## src/rtl/hirq_pkg.sv

```systemverilog
// Package: shared constants for the hash interrupt controller.
// Assumes four event sources whose status bit positions are fixed by software.
package hirq_pkg;
    localparam int NUM_SRC  = 4;
    localparam int ADDR_W   = 2;
    localparam int BIT_OUT  = 0;
    localparam int BIT_IN   = 1;
    localparam int BIT_PART = 2;
    localparam int BIT_CTX  = 3;
    localparam logic [ADDR_W-1:0] ADDR_STATUS = 2'd0;
    localparam logic [ADDR_W-1:0] ADDR_ENABLE = 2'd1;
    localparam logic [ADDR_W-1:0] ADDR_GLOBAL = 2'd2;
endpackage

```

## src/rtl/hirq_event_map.sv

```systemverilog
// Event map: turns the engine pulses into one set vector for the status bits.
// A suspend whose result is final is reported as output ready, not partial.
// Assumes the final flag is only meaningful while the suspend pulse is high.
module hirq_event_map
    import hirq_pkg::*;
(
    input  logic               ev_ctx_ready,
    input  logic               ev_input_ready,
    input  logic               ev_output_ready,
    input  logic               ev_suspend,
    input  logic               ev_suspend_final,
    output logic [NUM_SRC-1:0] set_vec
);
    logic susp_done_final;
    logic susp_partial;

    // Split the suspend pulse by whether the result is already final.
    always_comb begin
        susp_done_final = ev_suspend & ev_suspend_final;
        susp_partial    = ev_suspend & ~ev_suspend_final;
    end

    // Place each source on its status bit position.
    always_comb begin
        set_vec           = '0;
        set_vec[BIT_CTX]  = ev_ctx_ready;
        set_vec[BIT_PART] = susp_partial;
        set_vec[BIT_IN]   = ev_input_ready;
        set_vec[BIT_OUT]  = ev_output_ready | susp_done_final;
    end
endmodule

```

## src/rtl/hirq_status_bank.sv

```systemverilog
// Status bank: one sticky bit per source, cleared by writing 1.
// When a set and a clear reach the same bit in one cycle, the set wins.
module hirq_status_bank
    import hirq_pkg::*;
#(
    parameter int WIDTH = NUM_SRC
)(
    input  logic             clk,
    input  logic             rst_n,
    input  logic [WIDTH-1:0] set_vec,
    input  logic [WIDTH-1:0] clr_vec,
    output logic [WIDTH-1:0] status
);
    for (genvar g = 0; g < WIDTH; g++) begin : g_bit
        // Hold the bit, clear it on write-1, and let a new event override the clear.
        always_ff @(posedge clk) begin
            if (!rst_n)
                status[g] <= 1'b0;
            else if (set_vec[g])
                status[g] <= 1'b1;
            else if (clr_vec[g])
                status[g] <= 1'b0;
        end
    end
endmodule

```

## src/rtl/hirq_cfg_regs.sv

```systemverilog
// Configuration registers: the per-bit enable mask and the global enable.
// Assumes a single-cycle write strobe that is already decoded by address.
module hirq_cfg_regs
    import hirq_pkg::*;
#(
    parameter int WIDTH = NUM_SRC
)(
    input  logic             clk,
    input  logic             rst_n,
    input  logic             wr_enable,
    input  logic             wr_global,
    input  logic [WIDTH-1:0] wdata,
    output logic [WIDTH-1:0] enable_mask,
    output logic             global_en
);
    // Load the enable mask on its write.
    always_ff @(posedge clk) begin
        if (!rst_n)
            enable_mask <= '0;
        else if (wr_enable)
            enable_mask <= wdata;
    end

    // Load the global enable from bit 0 of its write.
    always_ff @(posedge clk) begin
        if (!rst_n)
            global_en <= 1'b0;
        else if (wr_global)
            global_en <= wdata[0];
    end
endmodule

```

## src/rtl/hirq_out_stage.sv

```systemverilog
// Output stage: registered interrupt lines.
// The combined line uses the enable mask. The partial line uses only the global enable.
module hirq_out_stage
    import hirq_pkg::*;
#(
    parameter int WIDTH = NUM_SRC
)(
    input  logic             clk,
    input  logic             rst_n,
    input  logic [WIDTH-1:0] status,
    input  logic [WIDTH-1:0] enable_mask,
    input  logic             global_en,
    output logic             irq_combined,
    output logic             irq_partial
);
    logic any_enabled;

    // Detect whether any enabled status bit is pending.
    always_comb any_enabled = |(status & enable_mask);

    // Register both interrupt lines.
    always_ff @(posedge clk) begin
        if (!rst_n) begin
            irq_combined <= 1'b0;
            irq_partial  <= 1'b0;
        end else begin
            irq_combined <= global_en & any_enabled;
            irq_partial  <= global_en & status[BIT_PART];
        end
    end
endmodule

```

## src/rtl/hash_irq_ctrl.sv

```systemverilog
// Hash interrupt controller top: decodes the register port and ties together
// the event map, status bank, configuration registers and output stage.
// Assumes reads have no side effects, so the read data is a pure address mux.
module hash_irq_ctrl
    import hirq_pkg::*;
(
    input  logic               clk,
    input  logic               rst_n,
    input  logic               ev_ctx_ready,
    input  logic               ev_input_ready,
    input  logic               ev_output_ready,
    input  logic               ev_suspend,
    input  logic               ev_suspend_final,
    input  logic               reg_wr,
    input  logic [ADDR_W-1:0]  reg_addr,
    input  logic [NUM_SRC-1:0] reg_wdata,
    output logic [NUM_SRC-1:0] reg_rdata,
    output logic               irq_combined,
    output logic               irq_partial
);
    logic [NUM_SRC-1:0] set_vec;
    logic [NUM_SRC-1:0] clr_vec;
    logic [NUM_SRC-1:0] status_q;
    logic [NUM_SRC-1:0] enable_q;
    logic               glb_q;
    logic               wr_enable;
    logic               wr_global;

    // Decode the write strobe by address.
    always_comb begin
        clr_vec   = (reg_wr && reg_addr == ADDR_STATUS) ? reg_wdata : '0;
        wr_enable = reg_wr && reg_addr == ADDR_ENABLE;
        wr_global = reg_wr && reg_addr == ADDR_GLOBAL;
    end

    // Select the read data by address; unmapped addresses read 0.
    always_comb begin
        case (reg_addr)
            ADDR_STATUS: reg_rdata = status_q;
            ADDR_ENABLE: reg_rdata = enable_q;
            ADDR_GLOBAL: reg_rdata = {{(NUM_SRC-1){1'b0}}, glb_q};
            default:     reg_rdata = '0;
        endcase
    end

    hirq_event_map u_map (
        .ev_ctx_ready     (ev_ctx_ready),
        .ev_input_ready   (ev_input_ready),
        .ev_output_ready  (ev_output_ready),
        .ev_suspend       (ev_suspend),
        .ev_suspend_final (ev_suspend_final),
        .set_vec          (set_vec)
    );

    hirq_status_bank #(.WIDTH(NUM_SRC)) u_status (
        .clk     (clk),
        .rst_n   (rst_n),
        .set_vec (set_vec),
        .clr_vec (clr_vec),
        .status  (status_q)
    );

    hirq_cfg_regs #(.WIDTH(NUM_SRC)) u_cfg (
        .clk         (clk),
        .rst_n       (rst_n),
        .wr_enable   (wr_enable),
        .wr_global   (wr_global),
        .wdata       (reg_wdata),
        .enable_mask (enable_q),
        .global_en   (glb_q)
    );

    hirq_out_stage #(.WIDTH(NUM_SRC)) u_out (
        .clk          (clk),
        .rst_n        (rst_n),
        .status       (status_q),
        .enable_mask  (enable_q),
        .global_en    (glb_q),
        .irq_combined (irq_combined),
        .irq_partial  (irq_partial)
    );
endmodule

```

## config.mk

```make
export PLATFORM = sky130hd
export DESIGN_NAME = hash_irq_ctrl
export DESIGN_NICKNAME = d
export VERILOG_FILES = /design/src/rtl/hirq_pkg.sv /design/src/rtl/hirq_event_map.sv /design/src/rtl/hirq_status_bank.sv /design/src/rtl/hirq_cfg_regs.sv /design/src/rtl/hirq_out_stage.sv /design/src/rtl/hash_irq_ctrl.sv
export SDC_FILE = /design/constraint.sdc
export NUM_CORES = 1
export LEC_CHECK = 0
export CAP_MARGIN = 20
export CELL_PAD_IN_SITES_DETAIL_PLACEMENT = 1
export CELL_PAD_IN_SITES_GLOBAL_PLACEMENT = 2
export CORE_MARGIN = 2
export CORE_UTILIZATION = 22
export DETAILED_ROUTE_END_ITERATION = 16
export PLACE_DENSITY_LB_ADDON = 0.1
export SETUP_SLACK_MARGIN = 0.1
export SYNTH_ARGS = -nofsm -noshare
export SYNTH_HDL_FRONTEND = slang
export SYNTH_SLANG_ARGS = --single-unit
```

## constraint.sdc

```tcl
create_clock -name clk -period 1.22 [get_ports clk]
set_clock_uncertainty 0.05 [all_clocks]
set_input_delay 0.244 -clock clk [delete_from_list [all_inputs] [get_ports clk]]
set_output_delay 0.244 -clock clk [all_outputs]
set_load 0.01 [all_outputs]
```

==> run summary <==
Crit path max-delay cell type = dfxtp_2
Crit. End Element = output pin
Pwr Total = 807.5 uW
Die Wd = 51.76 microns
Share of layout cells above drive strength 1 = 0.3871
Antenna cells = 0
WP data required = 930 ps
Most numerous cell in the Yosys netlist = dfxtp_1
Cells along the critical path = mux2i_1 -> o21ai_1 -> buf_2
Share of the synthesized area in the top cell type = 0.4389
Die area = 2679 sq um
Placed insts = 116
PortBufs = 19
Worst skew pair latency = 270 ps
Maximum capacitance violations = 0
CP Max Fanout = 2
Gr usage total = 0.1301
Synth warn = 0
Post-synth EDFFs = 0
Max Freq = 0.8015 GHz
Syn Nets = 70
Core Rows = 17
TritonCTS clock tree = yes
Status = complete, but fails checks
Starting DRT DRC Count = 1
Avg WL per Cell = 11.98 microns
CTS HTree Levels = 1
Cell Area, Placed = 823.3 sq um
CTS root buf = clkbuf_4
Fin crit share = 1.023
WL met2 = 600 microns
Fillers = 270
Worst path arrival time = 950 ps
Final hold violations = 0
Ys flop type = dfxtp_1
Synth area leaders = dfxtp_1 44%, mux2i_1 10%, o21ai_0 7.0%, nand2_1 5.2%, nand3_1 4.0%
Via Count = 516
Routed met1 length = 725 microns
WL final = 1449 microns
RePlAce Congestion = 0.6897
Nets = 108
Least-Margin Pin Slew = 295.7 ps
Worst setup margin = -27.60 ps
Total CTS buffers = 3
Post-route ant nets = 0
Setup TNS = -40.80 ps
Ports = 20
Clock transition at the registers of the reported paths = 70 ps
Synth async-reset ratio = 0
Tmin final = 1248 ps
Reg2Reg Depth = 3
Area leader, netlist = dfxtp_1
RSZ-0062 raised after global routing = yes
Leakage = 0.0003879 uW
Cts hold-fix bufs = 0
DRT Pass-1 Iters = 2
Worst Hold Path Cells = 4
Residual DRC = 0
CORE AREA = 2191 sq um
First-pass GRT wire length = 2415 microns
PD cells = 953.3 nW/um^2
Pin count of the biggest net entering global routing = 9
Met3 wire len = 75 microns
# setup viols final = 3
Top layer in use = met4
Post-synthesis cell count = 56
Cell area after synthesis = 501.7 sq um
Hold crit path type = primary input to flop
Die Span Y = 51.76 microns
Vias per std cell = 4.264
Final Cell Area = 847.1 sq um
Non-Filler Instances = 121
Clk buf depth = 2
Post-synth cell types = 19
Max incr delay on CP = 350 ps
Sequential fraction of the synthesis area = 0.4389
Antenna violations before repair = 0
WS Path Type = flop to output pin
Slew margin rel. = 0.8023
Worst setup SP type = flop
P&R area growth vs syn = 68.83%
Vias in the first global route = 542
Failing checks = negative setup slack
Peak VDD IR = 0.4234 mV
Seq cells post-synth = 11
DP Wirelength = 1114 microns
GRT overflow = 0
# clock sinks = 11
Initial core utilization = 0.2290
Fin. max-slew vios = 0
Syn_area_per_cell = 8.959 sq um
Most frequent cells after synthesis = 11 x dfxtp_1, 7 x nand2_1, 7 x o21ai_0
==> cell type report <==
type | instances | area [sq um] | area share
well taps | 28 | 35.03 | 0.04136
inverters | 2 | 7.507 | 0.008863
flip-flops and latches | 11 | 229.0 | 0.2703
clock buffers | 4 | 26.28 | 0.03102
repair buffers | 35 | 280.3 | 0.3309
multi-input cells | 41 | 269.0 | 0.3176
==> metrics by stage <==
stage          worst slack, ps  hold WS [ps]    util
6_report                -27.60         281.2  0.3866
5_1_grt                 -87.63         285.5  0.3866
4_1_cts                 -23.48         279.7  0.3878
3_5_place_dp            -834.2         478.0  0.3758
3_3_place_gp            -755.4         471.3  0.3758
2_1_floorplan            177.6         294.3       -
==> state kept, by name, summed over array words and instances, names as in the netlist <==
register	flops
u_status.status	4
u_cfg.enable_mask	4
u_cfg.global_en	1
u_out.irq_partial	1
u_out.irq_combined	1
==> layout by cell type, fill, tap and decap left out, drive strengths merged <==
cell / netlist / routed
clkdlybuf4s15: 0 / 1
mux2i: 5 / 5
dlygate4sd2: 0 / 1
nand3: 4 / 4
buf: 2 / 21
dfxtp: 11 / 11
nor2b: 2 / 2
clkdlybuf4s50: 0 / 10
clkbuf: 0 / 6
a31oi: 2 / 2
nand2: 7 / 7
a22oi: 2 / 2
a21o: 1 / 1
o21ai: 7 / 7
nor3b: 1 / 1
nor2: 3 / 3
nand3b: 1 / 1
and3: 1 / 1
o21a: 2 / 2
a21oi: 1 / 1
a21boi: 2 / 2
inv: 2 / 2
==> timing repair <==
| action | CTS | global route |
|---|---|---|
| gates resized for setup | 36 | 6 |
| gates cloned | 0 | 0 |
| endpoints found under the setup margin | 14 | 11 |
| setup buffers | 1 | 0 |
| pin swaps | 1 | 3 |
==> kinds of logic after synthesis <==
kind of cell	Yosys count	synth area share
flip-flops	11	0.4389
AND/OR/NAND/NOR	19	0.2045
multiplexers	5	0.09975
AO/OA/AOI/OAI	17	0.2094
buffers and inverters	4	0.04738
==> where the power goes <==
part / leakage, uW / switching (uW) / total (uW) / internal (uW)
logic: 0.000280 / 63.4 / 163 / 99.7
registers: 0.0000927 / 9.82 / 387 / 377
clock network: 0.0000150 / 131 / 258 / 127
total: 0.000388 / 204 / 808 / 603
==> critical path: cells and delay by family (launching register included) <==
family          cells  cell delay, ps
compound gates      1             120
mux                 1              70
flops               1             350
buf+inv             1             140
==> final timing paths <==
path,from,to,slack (ps)
worst min register to register,u_cfg.enable_mask[3]$_SDFFE_PN0P_,u_cfg.enable_mask[3]$_SDFFE_PN0P_,520
worst max-delay path,u_status.status[0]$_SDFFE_PN0P_,reg_rdata[0],-30
worst max register to register,u_status.status[2]$_SDFFE_PN0P_,u_out.irq_combined$_SDFF_PN0_,300
worst min-delay path,reg_addr[0],u_cfg.global_en$_SDFFE_PN0P_,280
==> per-layer routing <==
metal / global-route usage / vias to the layer above
li1: - / 271
met1: 0.1537 / 222
met2: 0.1966 / 18
met3: 0.03448 / 5
met4: 0.1053 / 0
met5: 0 / -
Power figures use the tool's default switching activity.
